<file path="src/rtl/dmas_pkg.sv">
package dmas_pkg;
  typedef enum logic [1:0] {
    PRIO_FIXED     = 2'd0,
    PRIO_ROTATE    = 2'd1,
    PRIO_HYBRID    = 2'd2,
    PRIO_FIXED_ALT = 2'd3
  } prio_mode_e;
endpackage

</file>
<file path="src/rtl/dmas_arb.sv">
module dmas_arb
  import dmas_pkg::*;
#(
  parameter int NCH = 4
) (
  input  logic           clk_i,
  input  logic           rst_ni,
  input  logic [NCH-1:0] req_i,
  input  logic [NCH-1:0] burst_done_i,
  input  prio_mode_e     mode_i,
  output logic [NCH-1:0] gnt_o
);
  localparam int IW = $clog2(NCH);

  logic [NCH-1:0] gnt_q;
  logic [IW-1:0]  last_q;
  logic [IW-1:0]  win_idx;
  logic           found;
  logic           free;

  assign free = ~(|gnt_q) | (|(gnt_q & burst_done_i));

  always_comb begin
    found   = 1'b0;
    win_idx = last_q;
    unique case (mode_i)
      PRIO_ROTATE: begin
        for (int k = 0; k < NCH; k++) begin
          if (!found && req_i[last_q + IW'(k + 1)]) begin
            found   = 1'b1;
            win_idx = last_q + IW'(k + 1);
          end
        end
      end
      PRIO_HYBRID: begin
        if (req_i[0]) begin
          found   = 1'b1;
          win_idx = '0;
        end else begin
          for (int k = 0; k < NCH; k++) begin
            if (!found && (last_q + IW'(k + 1)) != '0 && req_i[last_q + IW'(k + 1)]) begin
              found   = 1'b1;
              win_idx = last_q + IW'(k + 1);
            end
          end
        end
      end
      default: begin
        for (int k = 0; k < NCH; k++) begin
          if (!found && req_i[k]) begin
            found   = 1'b1;
            win_idx = IW'(k);
          end
        end
      end
    endcase
  end

  always_ff @(posedge clk_i or negedge rst_ni) begin
    if (!rst_ni) begin
      gnt_q  <= '0;
      last_q <= IW'(NCH - 1);
    end else if (free) begin
      gnt_q <= found ? (NCH'(1) << win_idx) : '0;
      // hybrid: channel 0 wins stay out of the rotation
      if (found && !(mode_i == PRIO_HYBRID && win_idx == '0)) last_q <= win_idx;
    end
  end

  assign gnt_o = gnt_q;

  AST_GNT_ONEHOT: assert property (@(posedge clk_i) disable iff (!rst_ni)
    $onehot0(gnt_q));
  AST_GNT_NEEDS_REQ: assert property (@(posedge clk_i) disable iff (!rst_ni)
    free |=> (gnt_q & ~$past(req_i)) == '0);
  AST_GNT_TAKEN: assert property (@(posedge clk_i) disable iff (!rst_ni)
    free && (|req_i) |=> |gnt_q);
  AST_GNT_HOLD: assert property (@(posedge clk_i) disable iff (!rst_ni)
    (|gnt_q) && !(|(gnt_q & burst_done_i)) |=> gnt_q == $past(gnt_q));
  AST_FIXED_LOW: assert property (@(posedge clk_i) disable iff (!rst_ni)
    free && (mode_i == PRIO_FIXED || mode_i == PRIO_FIXED_ALT) && req_i[0] |=> gnt_q[0]);
  AST_HYB_CH0: assert property (@(posedge clk_i) disable iff (!rst_ni)
    free && mode_i == PRIO_HYBRID && req_i[0] |=> gnt_q[0]);
  AST_PTR_IDLE: assert property (@(posedge clk_i) disable iff (!rst_ni)
    free && !(|req_i) |=> $stable(last_q));
endmodule

</file>
<file path="src/rtl/dmas_link.sv">
module dmas_link #(
  parameter int NCH = 4
) (
  input  logic             clk_i,
  input  logic             rst_ni,
  input  logic [NCH-1:0]   txn_done_i,
  input  logic [NCH/2-1:0] link_en_i,
  output logic [NCH-1:0]   en_pulse_o
);
  logic [NCH-1:0] hand_d;
  logic [NCH-1:0] en_q;

  for (genvar c = 0; c < NCH; c++) begin : g_pair
    // partner of c is c^1; both share link bit c/2
    assign hand_d[c] = txn_done_i[c ^ 1] & link_en_i[c / 2];

    AST_LINK_PULSE: assert property (@(posedge clk_i) disable iff (!rst_ni)
      txn_done_i[c] && link_en_i[c / 2] |=> en_pulse_o[c ^ 1]);
    AST_LINK_OFF: assert property (@(posedge clk_i) disable iff (!rst_ni)
      !link_en_i[c / 2] |=> !en_pulse_o[c]);
  end

  always_ff @(posedge clk_i or negedge rst_ni) begin
    if (!rst_ni) en_q <= '0;
    else         en_q <= hand_d;
  end

  assign en_pulse_o = en_q;
endmodule

</file>
<file path="src/rtl/dmas_sched.sv">
module dmas_sched
  import dmas_pkg::*;
#(
  parameter int NCH = 4
) (
  input  logic             clk_i,
  input  logic             rst_ni,
  input  logic [NCH-1:0]   req_i,
  input  logic [NCH-1:0]   burst_done_i,
  input  logic [NCH-1:0]   txn_done_i,
  input  logic [1:0]       prio_mode_i,
  input  logic [NCH/2-1:0] link_en_i,
  output logic [NCH-1:0]   gnt_o,
  output logic [NCH-1:0]   en_pulse_o
);
  prio_mode_e mode;
  assign mode = prio_mode_e'(prio_mode_i);

  dmas_arb #(.NCH(NCH)) u_arb (
    .clk_i        (clk_i),
    .rst_ni       (rst_ni),
    .req_i        (req_i),
    .burst_done_i (burst_done_i),
    .mode_i       (mode),
    .gnt_o        (gnt_o)
  );

  dmas_link #(.NCH(NCH)) u_link (
    .clk_i      (clk_i),
    .rst_ni     (rst_ni),
    .txn_done_i (txn_done_i),
    .link_en_i  (link_en_i),
    .en_pulse_o (en_pulse_o)
  );

  AST_RST_QUIET: assert property (@(posedge clk_i) disable iff (!rst_ni)
    $rose(rst_ni) |-> gnt_o == '0 && en_pulse_o == '0);
endmodule

</file>
<file path="config.mk">
export PLATFORM = sky130hd
export DESIGN_NAME = dmas_sched
export DESIGN_NICKNAME = d
export VERILOG_FILES = /design/src/rtl/dmas_pkg.sv /design/src/rtl/dmas_arb.sv /design/src/rtl/dmas_link.sv /design/src/rtl/dmas_sched.sv
export SDC_FILE = /design/constraint.sdc
export NUM_CORES = 1
export LEC_CHECK = 0
export CAP_MARGIN = 20
export CORE_AREA = 2 2 49 51
export CTS_BUF_LIST = sky130_fd_sc_hd__clkbuf_16
export DETAILED_ROUTE_END_ITERATION = 16
export DIE_AREA = 0 0 51 53
export DONT_BUFFER_PORTS = 1
export GPL_TIMING_DRIVEN = 0
export PLACE_DENSITY = 0.72
export SLEW_MARGIN = 25
export SYNTH_ARGS = -nofsm -noshare
export SYNTH_HDL_FRONTEND = slang
export SYNTH_SLANG_ARGS = --single-unit
</file>
<file path="constraint.sdc">
create_clock -name clk_i -period 2.65 [get_ports clk_i]
set_input_delay 0.265 -clock clk_i [delete_from_list [all_inputs] [get_ports clk_i]]
set_output_delay 0.265 -clock clk_i [all_outputs]
set_load 0.01 [all_outputs]
</file>
==> flow_metrics.tcl, run 1 <==
set metrics [dict create \
    status "complete, no violations" \
    fin_worst_skew_ns 0.000914 \
    grtUsageMet2_pct 45.9 \
    viasPerCell 6.68 \
    internal-power_mw 0.979 \
    path_cells "inv_4 > ha_4 > mux4_2 > nand2b_4 > nor2_1 > nor4b_2 > nor4b_4 > a311o_1" \
    ys.flop_type "dfrtp_1" \
    timing.final.crit_share_pct 97.9 \
    ant_nets 0 \
    nets 164 \
    async_flop_share_pct 100 \
    cp_slowest_cell "dfstp_2" \
    cts_sinks 10 \
    antenna_cells 0 \
    max_freq_mhz 385 \
    synth_edf_count 0 \
    grt_pass1_wl_mm 4.89 \
    ys_seq_area_share_pct 21.6 \
    grt_use_met3_pct 1.69 \
    holdPathStages 1 \
    yosysTopAreaCell "dfrtp_1" \
    grt_antenna_before_repair 0 \
    dr.pass1.iters 4 \
    rsz0062_at_grt "true" \
    min_path_type "in2reg" \
    grt_max_degree 11 \
    syn2layout_area_growth_pct 20.3 \
    powerDensity_nw_per_um2 1190 \
    cts_tree "done" \
    crit_path_max_incr_delay_ns 0.57 \
    ir_worst_vdd_v 0.000784 \
    overflow 0 \
    yosysUniqueCellTypes 58 \
    cts_root_buf "clkbuf_16" \
    wl_per_cell_microns 17.8 \
    grt_pass1_vias 1142 \
    dp_hpwl_mm 2.06 \
    rr_worst_depth 8 \
    drt-total-wl_mm 2.99 \
    synth.area.top_cells "dfrtp_1 (17%), ha_1 (5.4%), dfstp_2 (4.5%), mux2i_1 (4.3%), mux4_2 (3.9%)" \
    core_sq_um 2150 \
    final_hold_viol_count 0 \
    path_class "reg2reg" \
    path_max_fanout 7 \
    start_kind "flip-flop" \
    slew_headroom_pct 61.1 \
    setup_slack_ns 0.0559 \
    start_util_pct 54.4 \
    switching_power_mw 0.689 \
    netlist_area_sq_um 1170 \
    sw_frac_of_total_pct 41.3 \
    io_buffers 0 \
    synth_cells 130 \
    dieWidth_microns 51 \
    place_ws_ns -0.189 \
    dp_cells 158 \
    cts_buffer_depth 2 \
    path_clk_slew_ns 0.04 \
    drv_slew 0 \
    drt_iter0_drc 32 \
    pwr-share-seq_pct 16.7 \
    avgSynthCellArea_sq_um 8.99 \
    rows 17 \
    required_ns 2.81 \
    drive_gt1_share_pct 33.6 \
    synth_seq_cells 10 \
    synth.top_cell.area_share_pct 17.1 \
    vias 1122 \
    final_cell_mix "buf_4 (10), nand2_1 (10), nor2_1 (9)" \
    io_pins 26 \
    p_leak_nw 0.600 \
    clockPowerShare_pct 16.0 \
    die_h_microns 53 \
    n_fill_cell 177 \
    use_met1_pct 27.0 \
    clock_latency_ns 0.24 \
    routabilityCongestion 0.884 \
    instances_no_fill 168 \
    cp-end-kind "flip-flop" \
    tightest_slew_ns 0.584 \
    syn_nets 153 \
    critPathArrivalTime_ns 2.75 \
    yosysWarnings 0 \
    max-cap-violations 0 \
    drc_errors 0 \
    track_usage_pct 24.0 \
    min_period_ns 2.59 \
    setup_viol 0 \
    final_util_pct 65.5 \
    p_total_mw 1.67 \
    busiest_layer "met2" \
    holdWs_ns 0.156 \
    htree_levels 1 \
    power_frac_comb_pct 67.3 \
    die_area_sq_um 2700 \
    cts_inserted_buffers 3 \
]
-- synthesized netlist by cell type (all sizes together), types with 2 or more instances --
cell and number:
a2111oi 2, a21oi 5, a22o 3, a311oi 2
a31oi 2, and2 6, and3 3, and3b 2
buf 8, dfrtp 8, dfstp 2, ha 5
inv 8, mux2 2, mux2i 6, mux4 2
nand2 10, nand2b 3, nand3 2, nor2 10
nor3 2, nor4b 2, o21a 2, o21ai 8
o31ai 5, or4 2
-- registers in the layout, indices dropped and copies added (netlist names) --
signal             count
u_link.en_pulse_o      4
u_arb.gnt_o            4
u_arb.last_q           2
-- through the flow --
step	area [sq um]	TNS, ns
final	1410	0
after global routing	1410	-0.0628
after CTS	1370	0
after detailed placement	1210	-0.654
after global placement	1210	-0.634
after floorplan	1180	0
-- final timing paths --
path,from,end,slack (ns)
setup / recovery,u_arb.last_q[0],u_arb.last_q[0],0.06
hold / removal,link_en_i[0],u_link.en_pulse_o[0],0.16
setup reg to reg,u_arb.last_q[0],u_arb.last_q[0],0.06
hold reg to reg,u_arb.gnt_o[0],u_arb.gnt_o[0],0.61
max in group asynchronous,rst_ni,u_arb.last_q[0],1.92
min in group asynchronous,rst_ni,u_arb.gnt_o[2],0.40
-- metal layers --
| layer | wire, microns | share of wire (%) | vias to the layer above |
|---|---|---|---|
| li1 | - | - | 514 |
| met1 | 1170 | 39 | 539 |
| met2 | 1550 | 52 | 61 |
| met3 | 214 | 7.2 | 8 |
| met4 | 51 | 1.7 | 0 |
| met5 | 0 | 0 | - |
-- power groups by stage --
stage | Sequential, mW | Combinational, mW | Clock [mW]
floorplan | 0.257 | 0.758 | 0
global placement | 0.267 | 0.879 | 0
detailed placement | 0.271 | 0.893 | 0
CTS | 0.268 | 1.04 | 0.270
global route | 0.284 | 1.20 | 0.274
finish | 0.278 | 1.12 | 0.268
-- critical path: cells and delay by family, from the launching register on --
family	cells	cell delay, ns
buffers and inverters	1	0.07
multiplexers	1	0.53
AND/OR/NAND/NOR	4	0.68
AO/OA/AOI/OAI	1	0.37
flip-flops	1	0.57
adder cells (fa/ha/maj)	1	0.29
-- cell type report --
type                       instances  area, sq um  share of cell area [%]
clock buffer                       3         75.1                    5.34
sequential                        10          253                    18.0
tap                               28         35.0                    2.49
clock inverter                     1         3.75                   0.267
inverter                           8         35.0                    2.49
timing repair buffer               8         62.6                    4.45
buffer                             7         61.3                    4.36
multi-input combinational        103          881                    62.6
-- logic make-up (layout without fill, tap and decap cells) --
logic type | Yosys count | in the layout | share of synthesized area, %
and+or+nand+nor | 47 | 47 | 24.9
AOI/OAI and AO/OA | 41 | 41 | 27.2
buffers and inverters | 17 | 27 | 9.64
muxes | 10 | 10 | 11.2
DFF | 10 | 10 | 21.6
adders and majority gates | 5 | 5 | 5.35
-- repair_timing --
| item | in CTS | in global routing |
|---|---|---|
| resized for setup | 6 | 7 |
| hold buffers | 1 | 0 |
| setup buffers | 5 | 2 |
| endpoints found under the hold margin | 10 | 0 |
| pin swaps | 2 | 6 |
| endpoints found under the setup margin | 6 | 6 |
(Power assumes the default switching activity.)
==> run 2: changes to the inputs <==
PLACE_DENSITY = unset   (was 0.72)
PLACE_DENSITY_LB_ADDON = 0.1   (was unset)
RECOVER_POWER = 50   (was unset)
==> run 2 against run 1 <==
Effect of this change:
- first-iteration DRC count grew 25%
- largest cell class unchanged
- final area grew 3.6%
- highest routed layer unchanged
- fmax shrank 0.39%
- combinational power grew 9.8%
==> flow_metrics.tcl, run 2 (synthesized netlist as in run 1, its figures left out) <==
set metrics [dict create \
    status "complete, no violations" \
    routabilityCongestion 0.862 \
    path_max_fanout 7 \
    path_clk_slew_ns 0.04 \
    dp_hpwl_mm 2.15 \
    grt_pass1_vias 1195 \
    syn2layout_area_growth_pct 24.7 \
    final_util_pct 67.9 \
    final_hold_viol_count 0 \
    viasPerCell 6.59 \
    start_kind "flip-flop" \
    grt_pass1_wl_mm 5.35 \
    rr_startpoint "u_arb.last_q[0]" \
    dp_cells 158 \
    fin_worst_skew_ns 0.00127 \
    die_area_sq_um 2700 \
    drv_slew 0 \
    tightest_slew_ns 0.611 \
    dieWidth_microns 51 \
    timing.rr.end "u_arb.last_q[0]" \
    drt-total-wl_mm 3.30 \
    powerDensity_nw_per_um2 1210 \
    setup_tns_ns 0 \
    path_class "reg2reg" \
    min_period_ns 2.60 \
    die_h_microns 53 \
    slew_headroom_pct 59.2 \
    grt_antenna_before_repair 0 \
    layout_commonest_cell "buf_4" \
    ir_worst_vdd_v 0.000798 \
    cts_buffer_depth 2 \
    timing.final.crit_share_pct 98.3 \
    endpoint "u_arb.last_q[0]" \
    drc_errors 0 \
    rr_worst_depth 9 \
    max-cap-violations 0 \
    critPathArrivalTime_ns 2.76 \
    cts_sinks 10 \
    clock_latency_ns 0.24 \
    ant_nets 0 \
    min_path_type "in2reg" \
    grt_max_degree 11 \
    cp-end-kind "flip-flop" \
    cts_root_buf "clkbuf_16" \
    drive_gt1_share_pct 35.2 \
    dr.pass1.iters 4 \
    cp-startpoint "u_arb.last_q[0]" \
    htree_levels 1 \
    rsz0062_at_grt "true" \
    antenna_cells 0 \
    setup_viol 0 \
    rows 17 \
    cts_tree "done" \
    max_freq_mhz 384 \
    nets 169 \
    cts_inserted_buffers 3 \
    drt_iter0_drc 40 \
    track_usage_pct 26.4 \
    start_util_pct 54.4 \
    p_leak_nw 0.624 \
    instances_no_fill 173 \
    io_buffers 0 \
    overflow 0 \
    core_sq_um 2150 \
    required_ns 2.81 \
    final_cell_mix "buf_4 (15), nand2_1 (10), nor2_1 (9)" \
    rrSetupSlack_ns 0.05 \
    wl_per_cell_microns 19.1 \
    n_fill_cell 178 \
    vias 1140 \
    io_pins 26 \
]
run 2: metal layers:
metal,global-route usage (%),vias up,share of wire [%]
met5,0,-,0
met4,10.8,0,1.8
met3,4.80,7,7.7
met2,50.4,62,53
met1,28.5,554,37
li1,-,517,-
run 2: worst max-delay path, stage by stage, from the launching register on:
cell	delay, ns
dfstp_2	0.57
inv_4	0.06
ha_4	0.28
buf_8	0.15
mux2_4	0.32
a2bb2oi_4	0.19
mux2_4	0.33
o21ai_4	0.17
nor4b_4	0.09
a311o_1	0.36
run 2: final cells by class:
type | count | area (sq um) | share of cell area [%]
clock buffers | 3 | 75.1 | 5.15
flip-flops and latches | 10 | 253 | 17.3
well taps | 28 | 35.0 | 2.40
plain buffers | 7 | 61.3 | 4.21
multi-input cells | 103 | 895 | 61.4
inverters | 8 | 35.0 | 2.40
repair buffers | 13 | 100 | 6.87
clock inverters | 1 | 3.75 | 0.258
run 2: worst min path at each step:
stage | start | to | slack (ns) | depth (start not counted)
3_5_place_dp | rst_ni | u_arb.gnt_o[1] | -0.03 | 0
4_1_cts | link_en_i[1] | u_link.en_pulse_o[3] | 0.16 | 1
2_1_floorplan | rst_ni | u_arb.gnt_o[0] | -0.03 | 0
3_3_place_gp | rst_ni | u_arb.gnt_o[0] | -0.03 | 0
6_report | link_en_i[1] | u_link.en_pulse_o[3] | 0.16 | 1
5_1_grt | link_en_i[0] | u_link.en_pulse_o[0] | 0.16 | 1
run 2: per-stage QoR:
stage	cell area [sq um]	power [mW]	setup WS [ns]	hold WS, ns
2_1_floorplan	1180	1.02	0.00233	-0.0306
5_1_grt	1460	1.87	-0.0237	0.157
4_1_cts	1410	1.66	0.00770	0.156
6_report	1460	1.77	0.0458	0.156
3_5_place_dp	1210	1.17	-0.217	-0.0304
3_3_place_gp	1210	1.15	-0.210	-0.0304
run 2: power by group:
group	switching, mW	internal [mW]	total (mW)
combinational	0.599	0.629	1.23
clock	0.0682	0.197	0.266
sequential	0.0684	0.209	0.277
total	0.735	1.04	1.77
run 2: repair_timing:
item,4_1_cts,5_1_grt
pin swaps,3,2
endpoints found under the setup margin,6,6
buffers inserted,6,6
hold buffers,1,0
gates resized for setup,9,5
endpoints found under the hold margin,10,0
==> run 3: changes to the inputs <==
--- a/config.mk
+++ b/config.mk
@@ -15,3 +15,2 @@
 export PLACE_DENSITY_LB_ADDON = 0.1
-export RECOVER_POWER = 50
 export SLEW_MARGIN = 25
--- a/constraint.sdc
+++ b/constraint.sdc
@@ -3,2 +3,2 @@
 set_output_delay 0.265 -clock clk_i [all_outputs]
-set_load 0.01 [all_outputs]
+set_load 0.02 [all_outputs]
==> run 3 against run 2 <==
Effect of this change:
- largest power group unchanged
- critical path type unchanged
- sequential share of layout area unchanged
- clock skew about the same
- final cell count unchanged
- hold slack about the same
==> flow_metrics.tcl, run 3 (synthesized netlist as in run 1, its figures left out) <==
set metrics [dict create \
    ir_worst_vdd_v 0.000823 \
    ant_nets 0 \
    grt_pass1_wl_mm 5.35 \
    nets 169 \
    p_leak_nw 0.625 \
    clock_latency_ns 0.24 \
    min_period_ns 2.60 \
    place_area_sq_um 1210 \
    drt_iter0_drc 40 \
    syn2layout_area_growth_pct 24.7 \
    antenna_cells 0 \
    rsz0062_at_grt "true" \
    die_h_microns 53 \
    cts_buffer_depth 2 \
    n_fill_cell 178 \
    status "complete, no violations" \
    vias 1164 \
    holdPathStages 1 \
    layout_commonest_cell "buf_4" \
    fin_worst_skew_ns 0.00125 \
    powerDensity_nw_per_um2 1230 \
    routabilityCongestion 0.862 \
    viasPerCell 6.73 \
    path_clk_slew_ns 0.04 \
    drt-total-wl_mm 3.34 \
    cts_root_buf "clkbuf_16" \
    dp_cells 158 \
    max_freq_mhz 384 \
    p_total_mw 1.80 \
    drv_slew 0 \
    final_hold_viol_count 0 \
    rows 17 \
    drc_errors 0 \
    wl_per_cell_microns 19.3 \
    start_util_pct 54.4 \
    io_buffers 0 \
    required_ns 2.81 \
    tightest_slew_ns 0.611 \
    htree_levels 1 \
    setup_viol 0 \
    dr.pass1.iters 4 \
    multi_input_area_sq_um 895 \
    die_area_sq_um 2700 \
    cts_tree "done" \
    track_usage_pct 26.4 \
    path_max_fanout 7 \
    rr_worst_depth 9 \
    slew_headroom_pct 59.2 \
    drive_gt1_share_pct 35.2 \
    stdcell_area_sq_um 1460 \
    dp_hpwl_mm 2.15 \
    path_class "reg2reg" \
    max-cap-violations 0 \
    grt_antenna_before_repair 0 \
    setup_tns_ns 0 \
    grt_pass1_vias 1195 \
    instances_no_fill 173 \
    dieWidth_microns 51 \
    cts_inserted_buffers 3 \
    grt_max_degree 11 \
    start_kind "flip-flop" \
    timing.final.crit_share_pct 98.3 \
    final_cell_mix "buf_4 (15), nand2_1 (10), nor2_1 (9)" \
    min_path_type "in2reg" \
    holdWs_ns 0.156 \
    cts_sinks 10 \
    core_sq_um 2150 \
    io_pins 26 \
    overflow 0 \
    seqCellArea_sq_um 253 \
    critPathArrivalTime_ns 2.76 \
    cp-end-kind "flip-flop" \
]
-- run 3: layer usage --
layer	up-vias	GRT usage [%]	part of all wire, %
li1	518	-	-
met1	565	28.5	37
met2	70	50.4	52
met3	11	4.80	8.3
met4	0	10.8	2.1
met5	-	0	0
-- run 3: where the power goes --
part / leakage (nW) / internal, mW / switching, mW
Combinational: 0.461 / 0.629 / 0.601
Sequential: 0.125 / 0.208 / 0.0918
Clock: 0.0385 / 0.197 / 0.0682
Total: 0.625 / 1.03 / 0.761
-- run 3: stage by stage --
stage | util [%] | setup slack (ns)
3_5_place_dp | 56.5 | -0.217
2_1_floorplan | - | 0.00233
4_1_cts | 65.5 | 0.00770
5_1_grt | 67.9 | -0.0237
6_report | 67.9 | 0.0453
3_3_place_gp | 56.5 | -0.210
-- run 3: critical path, stage by stage, from the launching register on --
cell and delay (ns):
dfstp_2 0.57, inv_4 0.06, ha_4 0.28, buf_8 0.15, mux2_4 0.32, a2bb2oi_4 0.19
mux2_4 0.33, o21ai_4 0.17, nor4b_4 0.09, a311o_1 0.36
-- run 3: layout make-up --
| class | count | area share, % |
|---|---|---|
| Timing Repair Buffer | 13 | 6.87 |
| Multi-Input combinational cell | 103 | 61.4 |
| Sequential cell | 10 | 17.3 |
| Clock inverter | 1 | 0.258 |
| Clock buffer | 3 | 5.15 |
| Tap cell | 28 | 2.40 |
| Inverter | 8 | 2.40 |
| Buffer | 7 | 4.21 |
-- run 3: repair_timing --
action                                 in CTS  in global routing
setup buffers                               6                  6
hold buffers                                1                  0
setup endpoints to repair                   6                  6
endpoints found under the hold margin      10                  0
pin swaps                                   3                  2
gates resized for setup                     9                  5
-- run 3: worst paths after layout --
kind	from	end	slack [ns]
max in group asynchronous	rst_ni	u_arb.last_q[1]	1.91
worst min-delay path	link_en_i[1]	u_link.en_pulse_o[3]	0.16
worst max register to register	u_arb.last_q[0]	u_arb.last_q[0]	0.05
worst min register to register	u_arb.gnt_o[0]	u_arb.gnt_o[0]	0.69
min in group asynchronous	rst_ni	u_arb.gnt_o[1]	0.41
worst max-delay path	u_arb.last_q[0]	u_arb.last_q[0]	0.05
